[config.mk]
export PLATFORM = sky130hd
export DESIGN_NAME = addr_latch_demux
export DESIGN_NICKNAME = d
export VERILOG_FILES = /design/src/rtl/latch_pkg.sv /design/src/rtl/latch_mode_dec.sv /design/src/rtl/latch_addr_dec.sv /design/src/rtl/latch_bit_cell.sv /design/src/rtl/latch_addr_watch.sv /design/src/rtl/addr_latch_demux.sv
export SDC_FILE = /design/constraint.sdc
export NUM_CORES = 1
export LEC_CHECK = 0
export ABC_AREA = 1
export BUFFER_PORTS_ARGS = -buffer_cell sky130_fd_sc_hd__buf_2
export CORE_MARGIN = 3
export CORE_UTILIZATION = 35
export CTS_CLUSTER_SIZE = 10
export DETAILED_ROUTE_END_ITERATION = 6
export PLACE_DENSITY_LB_ADDON = 0.3
export SETUP_SLACK_MARGIN = 0.5
export SYNTH_ARGS = -nofsm -noshare
export SYNTH_HDL_FRONTEND = slang
export SYNTH_SLANG_ARGS = --single-unit
export TNS_END_PERCENT = 50
[constraint.sdc]
create_clock -name clk -period 0.87 [get_ports clk]
set_input_delay 0.261 -clock clk [delete_from_list [all_inputs] [get_ports clk]]
set_output_delay 0.261 -clock clk [all_outputs]
set_load 0.005 [all_outputs]
[src/rtl/latch_pkg.sv]
// Package: shared mode type for the addressable latch.
// Assumes: controls are active-low, as at the top-level ports.
package latch_pkg;

    typedef enum logic [1:0] {
        MODE_HOLD  = 2'd0,
        MODE_WRITE = 2'd1,
        MODE_DEMUX = 2'd2,
        MODE_CLEAR = 2'd3
    } latch_mode_e;

endpackage

[src/rtl/latch_mode_dec.sv]
// Module: latch_mode_dec
// Turns the two active-low controls into one of four operating modes.
// Assumes: inputs are already synchronous to the block clock.
module latch_mode_dec
    import latch_pkg::*;
(
    input  logic        wr_n,
    input  logic        clr_n,
    output latch_mode_e mode
);

    // Purpose: map the strobe/clear pair onto a mode.
    always_comb begin
        case ({wr_n, clr_n})
            2'b11:   mode = MODE_HOLD;
            2'b01:   mode = MODE_WRITE;
            2'b00:   mode = MODE_DEMUX;
            default: mode = MODE_CLEAR;
        endcase
    end

endmodule

[src/rtl/latch_addr_dec.sv]
// Module: latch_addr_dec
// Binary-to-one-hot decoder: line k is high when addr equals k.
// Assumes: N_OUT equals 2**ADDR_W.
module latch_addr_dec #(
    parameter int ADDR_W = 3,
    localparam int N_OUT = 1 << ADDR_W
) (
    input  logic [ADDR_W-1:0] addr,
    output logic [N_OUT-1:0]  sel
);

    for (genvar k = 0; k < N_OUT; k++) begin : g_line
        // Purpose: raise decoder line k on a matching address.
        always_comb sel[k] = (addr == ADDR_W'(k));
    end

endmodule

[src/rtl/latch_bit_cell.sv]
// Module: latch_bit_cell
// One storage cell. It updates from the mode, its select line and the data bit.
// Assumes: sel is one-hot across the bank; synchronous active-low reset.
module latch_bit_cell
    import latch_pkg::*;
(
    input  logic        clk,
    input  logic        rst_n,
    input  latch_mode_e mode,
    input  logic        sel,
    input  logic        din,
    output logic        q
);

    logic q_nxt;

    // Purpose: next value of the cell for each mode.
    always_comb begin
        case (mode)
            MODE_HOLD:  q_nxt = q;
            MODE_WRITE: q_nxt = sel ? din : q;
            MODE_DEMUX: q_nxt = sel & din;
            default:    q_nxt = 1'b0;
        endcase
    end

    // Purpose: register the cell, reset to zero.
    always_ff @(posedge clk) begin
        if (!rst_n) q <= 1'b0;
        else        q <= q_nxt;
    end

endmodule

[src/rtl/latch_addr_watch.sv]
// Module: latch_addr_watch
// Flags an address change between two consecutive strobed cycles.
// Assumes: the warning is informative only and gates nothing.
module latch_addr_watch #(
    parameter int ADDR_W = 3
) (
    input  logic              clk,
    input  logic              rst_n,
    input  logic              wr_n,
    input  logic [ADDR_W-1:0] addr,
    output logic              warn
);

    logic              strobe_prev;
    logic [ADDR_W-1:0] addr_prev;

    // Purpose: remember last strobe/address and raise a one-cycle pulse.
    always_ff @(posedge clk) begin
        if (!rst_n) begin
            strobe_prev <= 1'b0;
            addr_prev   <= '0;
            warn        <= 1'b0;
        end else begin
            strobe_prev <= !wr_n;
            addr_prev   <= addr;
            warn        <= !wr_n && strobe_prev && (addr != addr_prev);
        end
    end

endmodule

[src/rtl/addr_latch_demux.sv]
// Module: addr_latch_demux (top)
// Bank of 2**ADDR_W single-bit cells written by address, with hold, write,
// demultiplexer and clear modes, plus an address-change warning.
// Assumes: all inputs synchronous to clk; synchronous active-low reset.
module addr_latch_demux
    import latch_pkg::*;
#(
    parameter int ADDR_W = 3,
    localparam int N_OUT = 1 << ADDR_W
) (
    input  logic              clk,
    input  logic              rst_n,
    input  logic              din,
    input  logic [ADDR_W-1:0] addr,
    input  logic              wr_n,
    input  logic              clr_n,
    output logic [N_OUT-1:0]  q,
    output logic              addr_warn
);

    latch_mode_e      mode;
    logic [N_OUT-1:0] sel;

    latch_mode_dec u_mode (
        .wr_n  (wr_n),
        .clr_n (clr_n),
        .mode  (mode)
    );

    latch_addr_dec #(.ADDR_W(ADDR_W)) u_dec (
        .addr (addr),
        .sel  (sel)
    );

    for (genvar k = 0; k < N_OUT; k++) begin : g_cell
        latch_bit_cell u_cell (
            .clk   (clk),
            .rst_n (rst_n),
            .mode  (mode),
            .sel   (sel[k]),
            .din   (din),
            .q     (q[k])
        );
    end

    latch_addr_watch #(.ADDR_W(ADDR_W)) u_watch (
        .clk   (clk),
        .rst_n (rst_n),
        .wr_n  (wr_n),
        .addr  (addr),
        .warn  (addr_warn)
    );

endmodule

==> results.yml <==
place:
  portBuffers: 16
  dp_hpwl_um: 980.4
  gp_congestion: 0.7444
cells_and_area:
  antenna_cells: 0
  utilization: 0.5319
  layout.nets: 125
  drive_above_1_share: 0.5862
  syn_to_final_growth_pct: 40.11
logic_synthesis:
  synthDistinctLibCells: 14
  synth_seq_cells: 13
  syn-instance-count: 98
  yosys_warnings: 0
  ys_top_cells_by_area: "dfxtp_1, nand2_1, a21boi_1, buf_4, nand3_1"
  syn-cell-area_um2: 676.9
  synth.most_common_cell: "nand2_1"
  syn_nets: 106
  synth-seq-area-share: 0.3845
  async_flop_share: 0
  synth_common_cells: "nand2_1, dfxtp_1, nor2_1"
  avgSynthCellArea_um2: 6.907
  synth_largest_area_cell: "dfxtp_1"
  synth-main-ff-cell: "dfxtp_1"
  synth_top_area_share: 0.3845
  synth_edf_count: 0
critical_path:
  cp-end-kind: "output pin"
  r2r_slack_ps: 80
  crit_required_ps: 610
  reg2reg_to: "g_cell[1].u_cell.q"
  ff2ff_path_depth: 4
  path_buf_inv: 1
  worstPathMaxFanout: 2
  critPathSlowestCell: "dfxtp_2"
  cp-start-kind: "flip-flop"
  path_cells: "buf_6"
  r2r_start: "g_cell[1].u_cell.q"
  slowest_delay_ps: 340
  critPathArrivalTime_ps: 710
  crit_family: "flip-flops"
  worstSetupPathType: "flip-flop to output pin"
die:
  io_pins: 17
  core.rowCount: 15
  coreArea_um2: 1783
  die_area_um2: 2498
  fp.dieW_um: 49.98
  fp.dieH_um: 49.98
  initial_core_util: 0.3796
power:
  p_total_uw: 1230
  max-vdd-ir-drop_mv: 0.7177
  p_int_uw: 894.8
  power_frac_clock: 0.305
  power_switching_uw: 335.6
  swShare: 0.2728
  comb_power_share: 0.186
  seqPwrFrac: 0.509
  p_leak_uw: 0.0004663
  powerDensity_nw_per_um2: 1297
status:
  violations: "setup timing"
  status: "complete, but fails checks"
sta:
  fin_crit_sh: 1.119
  finalMaxSlewViolations: 0
  rsz0062_at_grt: "true"
  tightestPinTransition_ps: 256.1
  period_needed_ps: 973.8
  fmax_ghz: 1.027
  relSlewSlack: 0.8288
  hold_viol_final: 0
  finalSetupViolCount: 9
  hold-worst-slack_ps: 179.9
  fin_ws_ps: -103.8
  skew_ps: 0.08890
detailed_routing:
  vias: 610
  ant_nets: 0
  drc_errors: 0
  avgRoutedWirePerCell_um: 10.16
  drt-initial-drc-count: 10
  wirelength_um: 1432
  dr.pass1.iters: 4
  vias_per_cell: 4.326
clock_network:
  holdBufCountCts: 0
  cts.sinks: 13
  htreeDepth: 1
  clkLatencyLatePin_ps: 260
  numCtsBuffers: 3
  root_buffer: "clkbuf_4"
  cts_tree: "done"
  cts.clk_slew.worst_paths_ps: 80
  cts_buffer_depth: 2
min_path:
  hold_path.class: "input pin to flip-flop"
  whs_endpoint: "u_watch.strobe_prev"
  worstHoldPathCells: 2
  hold_start: "wr_n"
run:
  max-cap-violations: 0
global_routing:
  antenna_found_initial: 0
  overflow: 0
  grt_max_degree: 12
  grt_pass1_vias: 571
  grt_pass1_wl_um: 2435
  grt_usage: 0.1241
layout by cell type (no fill, tap or decap), drive strengths merged:
cell / instances
a21boi: 8
buf: 24
clkbuf: 4
clkinv: 1
dfxtp: 13
inv: 12
nand2: 30
nand3: 9
nor2: 14
nor3b: 1
power groups by stage:
stage | combinational, uW | sequential [uW] | clock, uW
after CTS | 210 | 625 | 382
after global routing | 251 | 629 | 418
after floorplan | 127 | 636 | 0
after detailed placement | 185 | 637 | 0
final | 229 | 627 | 375
after global placement | 184 | 637 | 0
layout make-up:
cell class / instances / area (um^2)
multi-input cells: 62 / 375.4
inverters: 13 / 62.56
well taps: 25 / 31.28
flip-flops and latches: 13 / 274.0
fillers: 170 / 834.6
repair buffers: 24 / 178.9
clock buffers: 4 / 26.28
metrics by stage:
step           std cells  setup slack [ps]  TNS [ps]  instance area [um^2]
4_1_cts              139            -115.7    -907.7                 895.9
5_1_grt              141            -132.3     -1120                 948.4
3_3_place_gp         133            -138.7    -902.0                 802.0
2_1_floorplan         98             133.5         0                 747.0
6_report             141            -103.8    -874.6                 948.4
3_5_place_dp         133            -155.2    -967.6                 802.0
how the worst max path moves through the flow:
stage | start | to | cells after the start
2_1_floorplan | clr_n | g_cell[3].u_cell.q | 4
3_3_place_gp | addr[2] | g_cell[4].u_cell.q | 6
3_5_place_dp | addr[2] | g_cell[4].u_cell.q | 6
4_1_cts | g_cell[0].u_cell.q | q[0] | 1
5_1_grt | g_cell[3].u_cell.q | q[3] | 1
6_report | g_cell[0].u_cell.q | q[0] | 1
registers in the layout, indices dropped and copies added, names as in the netlist:
| signal | cells |
|---|---|
| g_cell.u_cell.q | 8 |
| u_watch.warn | 1 |
| u_watch.addr_prev | 3 |
| u_watch.strobe_prev | 1 |
cell families (layout without fill, tap and decap cells):
| group | count (synthesis) | in the layout | share of synthesized area |
|---|---|---|---|
| simple gates | 54 | 54 | 0.3512 |
| buf+inv | 23 | 41 | 0.1756 |
| flops | 13 | 13 | 0.3845 |
| compound gates | 8 | 8 | 0.08873 |
worst register-to-register path, delay by kind of cell, from the launching register on:
kind / cells / cell delay, ps
AOI/OAI and AO/OA: 1 / 150
buffers and inverters: 1 / 120
DFF: 1 / 320
and+or+nand+nor: 2 / 90
timing repair:
action	4_1_cts	5_1_grt
resized for setup	22	14
pin swaps	17	16
buffers inserted	2	2
setup endpoints to repair	21	21
per-layer routing:
metal  track usage  wire length, um  vias to the layer above
li1              -                -                      325
met1        0.1581              674                      265
met2        0.2115              697                       18
met3       0.02115               48                        2
met4       0.03687               12                        0
met5             0                0                        -
Note: power is estimated with default switching activity, not from simulation.
